## src/rtl/led_pkg.sv

```systemverilog
package led_pkg;
  typedef enum logic {
    MAP_SPEED_DUPCOL = 1'b0,
    MAP_LINK_SPLIT   = 1'b1
  } pin_map_e;

  typedef struct packed {
    logic speed;
    logic aux;
    logic act;
  } led_vec_t;
endpackage

```

## src/rtl/led_rst_sync.sv

```systemverilog
module led_rst_sync (
  input  logic clk,
  input  logic rst_n,
  output logic rst_n_sync
);
  logic [1:0] sync_q;

  always_ff @(posedge clk or negedge rst_n) begin
    if (!rst_n) sync_q <= 2'b00;
    else        sync_q <= {sync_q[0], 1'b1};
  end

  assign rst_n_sync = sync_q[1];
endmodule

```

## src/rtl/led_blink_prescaler.sv

```systemverilog
module led_blink_prescaler #(
  parameter int unsigned REF_HZ   = 25_000_000,
  parameter int unsigned BLINK_HZ = 20
) (
  input  logic clk,
  input  logic rst_n,
  output logic wave_fast,
  output logic wave_slow
);
  localparam int unsigned HALF = REF_HZ / (2 * BLINK_HZ);
  localparam int unsigned CW   = (HALF > 1) ? $clog2(HALF) : 1;
  localparam logic [CW-1:0] LAST = CW'(HALF - 1);

  logic [CW-1:0] cnt_q, cnt_d;
  logic          fast_q, fast_d, slow_q, slow_d;
  logic          wrap;

  always_comb begin
    wrap   = (cnt_q == LAST);
    cnt_d  = wrap ? '0 : cnt_q + 1'b1;
    fast_d = wrap ? ~fast_q : fast_q;
    slow_d = (wrap && fast_q) ? ~slow_q : slow_q;
  end

  always_ff @(posedge clk or negedge rst_n) begin
    if (!rst_n) begin
      cnt_q  <= '0;
      fast_q <= 1'b0;
      slow_q <= 1'b0;
    end else begin
      cnt_q  <= cnt_d;
      fast_q <= fast_d;
      slow_q <= slow_d;
    end
  end

  assign wave_fast = fast_q;
  assign wave_slow = slow_q;
endmodule

```

## src/rtl/led_event_stretch.sv

```systemverilog
module led_event_stretch #(
  parameter int unsigned HOLD = 16
) (
  input  logic clk,
  input  logic rst_n,
  input  logic evt,
  output logic active
);
  localparam int unsigned CW = $clog2(HOLD + 1);
  localparam logic [CW-1:0] LOAD = CW'(HOLD);

  logic [CW-1:0] hold_q, hold_d;
  logic          hold_en;

  always_comb begin
    hold_en = evt || (hold_q != '0);
    hold_d  = evt ? LOAD : hold_q - 1'b1;
    active  = evt || (hold_q != '0);
  end

  always_ff @(posedge clk or negedge rst_n) begin
    if (!rst_n)       hold_q <= '0;
    else if (hold_en) hold_q <= hold_d;
  end
endmodule

```

## src/rtl/led_status_top.sv

```systemverilog
module led_status_top #(
  parameter int unsigned REF_HZ   = 25_000_000,
  parameter int unsigned BLINK_HZ = 20
) (
  input  logic clk,
  input  logic rst_n,
  input  logic pin_mode,
  input  logic link_up,
  input  logic speed_100,
  input  logic full_dup,
  input  logic act_evt,
  input  logic coll_evt,
  output logic led_speed,
  output logic led_aux,
  output logic led_act
);
  import led_pkg::*;

  localparam int unsigned HALF     = REF_HZ / (2 * BLINK_HZ);
  localparam int unsigned ACT_HOLD = 4 * HALF;
  localparam int unsigned COL_HOLD = 2 * HALF;

  logic     rst_n_i;
  logic     wave_fast, wave_slow;
  logic     act_on, col_on;
  pin_map_e map_sel;
  led_vec_t led_d, led_q;

  led_rst_sync u_rst (
    .clk        (clk),
    .rst_n      (rst_n),
    .rst_n_sync (rst_n_i)
  );

  led_blink_prescaler #(
    .REF_HZ   (REF_HZ),
    .BLINK_HZ (BLINK_HZ)
  ) u_presc (
    .clk       (clk),
    .rst_n     (rst_n_i),
    .wave_fast (wave_fast),
    .wave_slow (wave_slow)
  );

  led_event_stretch #(.HOLD(ACT_HOLD)) u_act_hold (
    .clk    (clk),
    .rst_n  (rst_n_i),
    .evt    (act_evt),
    .active (act_on)
  );

  led_event_stretch #(.HOLD(COL_HOLD)) u_col_hold (
    .clk    (clk),
    .rst_n  (rst_n_i),
    .evt    (coll_evt),
    .active (col_on)
  );

  always_comb begin
    map_sel     = pin_map_e'(pin_mode);
    led_d.speed = link_up && speed_100;
    led_d.act   = act_on && wave_slow;
    unique case (map_sel)
      MAP_SPEED_DUPCOL: led_d.aux = col_on ? wave_fast : (link_up && full_dup);
      MAP_LINK_SPLIT:   led_d.aux = link_up && !speed_100;
      default:          led_d.aux = 1'b0;
    endcase
  end

  always_ff @(posedge clk or negedge rst_n_i) begin
    if (!rst_n_i) led_q <= '0;
    else          led_q <= led_d;
  end

  assign led_speed = led_q.speed;
  assign led_aux   = led_q.aux;
  assign led_act   = led_q.act;
endmodule

```

## config.mk

```make
export PLATFORM = sky130hd
export DESIGN_NAME = led_status_top
export DESIGN_NICKNAME = d
export VERILOG_FILES = /design/src/rtl/led_pkg.sv /design/src/rtl/led_rst_sync.sv /design/src/rtl/led_blink_prescaler.sv /design/src/rtl/led_event_stretch.sv /design/src/rtl/led_status_top.sv
export SDC_FILE = /design/constraint.sdc
export NUM_CORES = 1
export LEC_CHECK = 0
export CAP_MARGIN = 10
export CORE_UTILIZATION = 31
export CTS_CLUSTER_DIAMETER = 30
export DETAILED_ROUTE_END_ITERATION = 10
export SYNTH_ARGS = -nofsm -noshare
export SYNTH_HDL_FRONTEND = slang
export SYNTH_HIERARCHICAL = 1
export SYNTH_SLANG_ARGS = --single-unit
```

## constraint.sdc

```tcl
create_clock -name clk -period 2.6 [get_ports clk]
set_clock_uncertainty 0.1 [all_clocks]
set_input_delay 0.39 -clock clk [delete_from_list [all_inputs] [get_ports clk]]
set_output_delay 0.39 -clock clk [all_outputs]
set_load 0.01 [all_outputs]
```

==> impl_metrics.py <==
metrics = {
    "critical_path": {
        "end_kind": "flop",
        "required_ns": 2.71,
        "critPathMaxFanout": 13,
        "reg2reg_depth": 4,
        "rr_endpoint": "led_act$_DFF_PN0_",
        "r2r-start": "u_act_hold/hold_q[16]$_DFFE_PN0P_",
        "start_kind": "flop",
        "critical_path.startpoint": "u_act_hold/hold_q[16]$_DFFE_PN0P_",
        "cp.arrival_ns": 2.55,
        "worst-setup-path-type": "reg2reg",
        "regToRegSetupSlack_ns": 0.16,
    },
    "timing": {
        "worst_pin_slew_ns": 0.9058,
        "fin_crit_sh_pct": 93.90,
        "slew_headroom_pct": 39.06,
        "layout_setup_ws_ns": 0.1585,
        "finalSetupTns_ns": 0,
        "hold_viol": 0,
        "min_period_ns": 2.441,
        "slew_viol_final": 0,
        "finalSetupViolations": 0,
        "fmax_mhz": 409.6,
        "rsz0062_at_grt": "false",
    },
    "clocking": {
        "cts_buffers": 9,
        "clock_latency_ns": 0.32,
        "htreeDepth": 3,
        "cts_sinks": 70,
        "tritoncts": "built",
        "clock-root-buffer": "clkbuf_16",
        "cts.hold.buffers_added": 0,
        "clk_pin_slew_worst_paths_ns": 0.06,
        "max-clock-path-buffers": 2,
    },
    "power_and_ir_drop": {
        "switchingPower_mw": 0.5976,
        "sequentialPowerShare_pct": 46.1,
        "peakVddDrop_uv": 411.5,
        "p_total_mw": 2.533,
        "swShare_pct": 23.60,
        "clockPowerShare_pct": 46.4,
        "power.internal_mw": 1.935,
        "pwr-share-comb_pct": 7.5,
        "powerDensity_nw_per_um2": 598.9,
        "leakage_nw": 1.648,
    },
    "layout": {
        "final_util_pct": 37.20,
        "nNetsFinal": 391,
        "post-route-cell-area_um2": 4229,
        "layout-drive-gt1-share_pct": 14.84,
        "antenna-diode-count": 0,
        "syn_to_final_growth_pct": 17.04,
    },
    "placement": {
        "dp_hpwl_um": 4714,
        "port_buffers": 10,
        "placed_area_um2": 3923,
        "dp_slack_ns": 0.1076,
        "gp_congestion": 0.7932,
    },
    "synthesis": {
        "avgSynthCellArea_um2": 10.04,
        "synth_fp_nets": 372,
        "ys_warn_count": 6,
        "synthCells": 360,
        "synthFlopType": "dfrtp_1",
        "synth_edf_count": 0,
        "ys_ff_latch": 70,
        "yosysUniqueCellTypes": 58,
        "yosysSeqAreaShare_pct": 48.48,
        "postSynth.asyncResetShare_pct": 100.0,
        "synth.cell_area_um2": 3613,
    },
    "die": {
        "num_rows": 39,
        "die_w_um": 110.0,
        "die_area_um2": 12090,
        "start_util_pct": 31.78,
        "die_h_um": 110.0,
        "core_um2": 11370,
        "pin_count": 11,
    },
    "drt": {
        "vias": 2666,
        "avgRoutedWirePerCell_um": 12.87,
        "drt_wl_total_um": 6781,
        "drc": 0,
        "ant_nets": 0,
        "drtIter0Drc": 141,
        "vias_per_cell": 5.059,
        "firstDrtPassIters": 7,
    },
    "global_route": {
        "antenna_found_initial": 0,
        "grt_overflow": 0,
        "globalRouteTotalUtil_pct": 12.11,
        "grt_max_degree": 55,
        "grt_pass1_vias": 2601,
        "grt_pass1_wl_um": 11700,
    },
    "outcome": {
        "status": "finished, final reports clean",
    },
    "flow_run": {
        "maxCapViolations": 0,
    },
    "hold_path": {
        "hp-class": "reg2async",
    },
}
-- timing repair --
item | in CTS | in global routing
gates resized for setup | 0 | 3
endpoints found under the setup margin | 0 | 3
buffers inserted | 0 | 0
hold endpoints to repair | 0 | 0
-- worst max-delay path, stage by stage, from the launching register on --
cell and delay, ns:
dfrtp_1 0.44, or4_4 0.59, or4_4 0.67, or3_1 0.37, and2_1 0.16
-- worst max path at each step --
stage / endpoint / slack [ns]
2_1_floorplan: led_act$_DFF_PN0_ / 0.20
3_3_place_gp: u_act_hold/hold_q[17]$_DFFE_PN0P_ / 0.16
3_5_place_dp: u_act_hold/hold_q[17]$_DFFE_PN0P_ / 0.11
4_1_cts: u_act_hold/hold_q[17]$_DFFE_PN0P_ / 0.09
5_1_grt: led_aux$_DFF_PN0_ / 0.02
6_report: led_act$_DFF_PN0_ / 0.16
-- synth_stat cells (4+ instances only) --
cell type	n	area share [%]
or3_1	14	2.4
nor3_1	7	0.97
xor2_1	27	6.5
ha_1	4	1.4
nand2_1	19	2.0
inv_1	8	0.83
nand4_1	8	1.4
a21oi_1	13	1.8
o21bai_1	4	0.83
nand2b_1	10	1.7
xnor2_1	15	3.6
and4_1	4	0.97
or4_4	5	1.6
clkbuf_1	8	0.83
o21ai_0	8	1.1
dfrtp_1	70	48
nor2b_1	7	1.2
nor2_1	44	4.6
nor4_1	12	2.1
nand3_1	16	2.2
-- layout by cell type (no fill, tap or decap), types with 5 or more instances in the layout --
| cell type | instances |
|---|---|
| a21oi_1 | 13 |
| buf_4 | 8 |
| clkbuf_16 | 9 |
| clkdlybuf4s50_1 | 10 |
| dfrtp_1 | 69 |
| inv_1 | 8 |
| nand2_1 | 19 |
| nand2b_1 | 10 |
| nand3_1 | 16 |
| nand4_1 | 8 |
| nor2_1 | 44 |
| nor2b_1 | 7 |
| nor3_1 | 7 |
| nor4_1 | 12 |
| o21ai_0 | 8 |
| or3_1 | 13 |
| or4_4 | 5 |
| xnor2_1 | 15 |
| xor2_1 | 27 |
-- through the flow --
stage,instances,hold slack (ns)
after floorplan,360,-0.005591
after global placement,511,0.08928
after detailed placement,511,0.09409
after CTS,527,0.09301
after global routing,527,0.1127
final,527,0.07635
-- power groups by stage --
| stage | sequential, mW | combinational [mW] | clock, mW |
|---|---|---|---|
| global route | 1.17 | 0.216 | 1.26 |
| global placement | 1.19 | 0.185 | 0 |
| CTS | 1.17 | 0.191 | 1.21 |
| floorplan | 1.19 | 0.128 | 0 |
| finish | 1.17 | 0.189 | 1.18 |
| detailed placement | 1.19 | 0.189 | 0 |
-- logic make-up (layout without fill, tap and decap cells) --
| family | Yosys count | count (layout) | synth area share (%) |
|---|---|---|---|
| xor gates and xnor gates | 42 | 42 | 10.18 |
| and+or+nand+nor | 183 | 183 | 30.06 |
| buffers and inverters | 19 | 43 | 2.251 |
| DFF | 70 | 70 | 48.48 |
| AOI/OAI and AO/OA | 39 | 39 | 6.995 |
| muxes | 2 | 2 | 0.5540 |
| adders and majority gates | 4 | 4 | 1.385 |
| other | 1 | 1 | 0.1038 |
-- metal layers --
layer	vias up	global-route usage (%)	part of all wire, %
li1	1307	-	-
met1	1323	15.18	48
met2	28	21.07	49
met3	8	1.423	1.6
met4	0	4.857	1.1
met5	-	0	0
-- state kept, by name, summed over array words and instances (netlist names) --
register and cells:
led_speed 1, u_rst/sync_q 2, led_aux 1, u_presc/wave_slow 1, u_col_hold/hold_q 21, u_act_hold/hold_q 22, u_presc/wave_fast 1, led_act 1
u_presc/cnt_q 20
-- final cells by class --
class,count,area [µm²]
Clock buffer,12,266.5
Clock inverter,4,28.78
Fill cell,1084,7141
Inverter,8,30.03
Multi-Input combinational cell,271,1792
Sequential cell,70,1753
Tap cell,143,178.9
Timing Repair Buffer,19,180.2
Power figures use the tool's default switching activity.
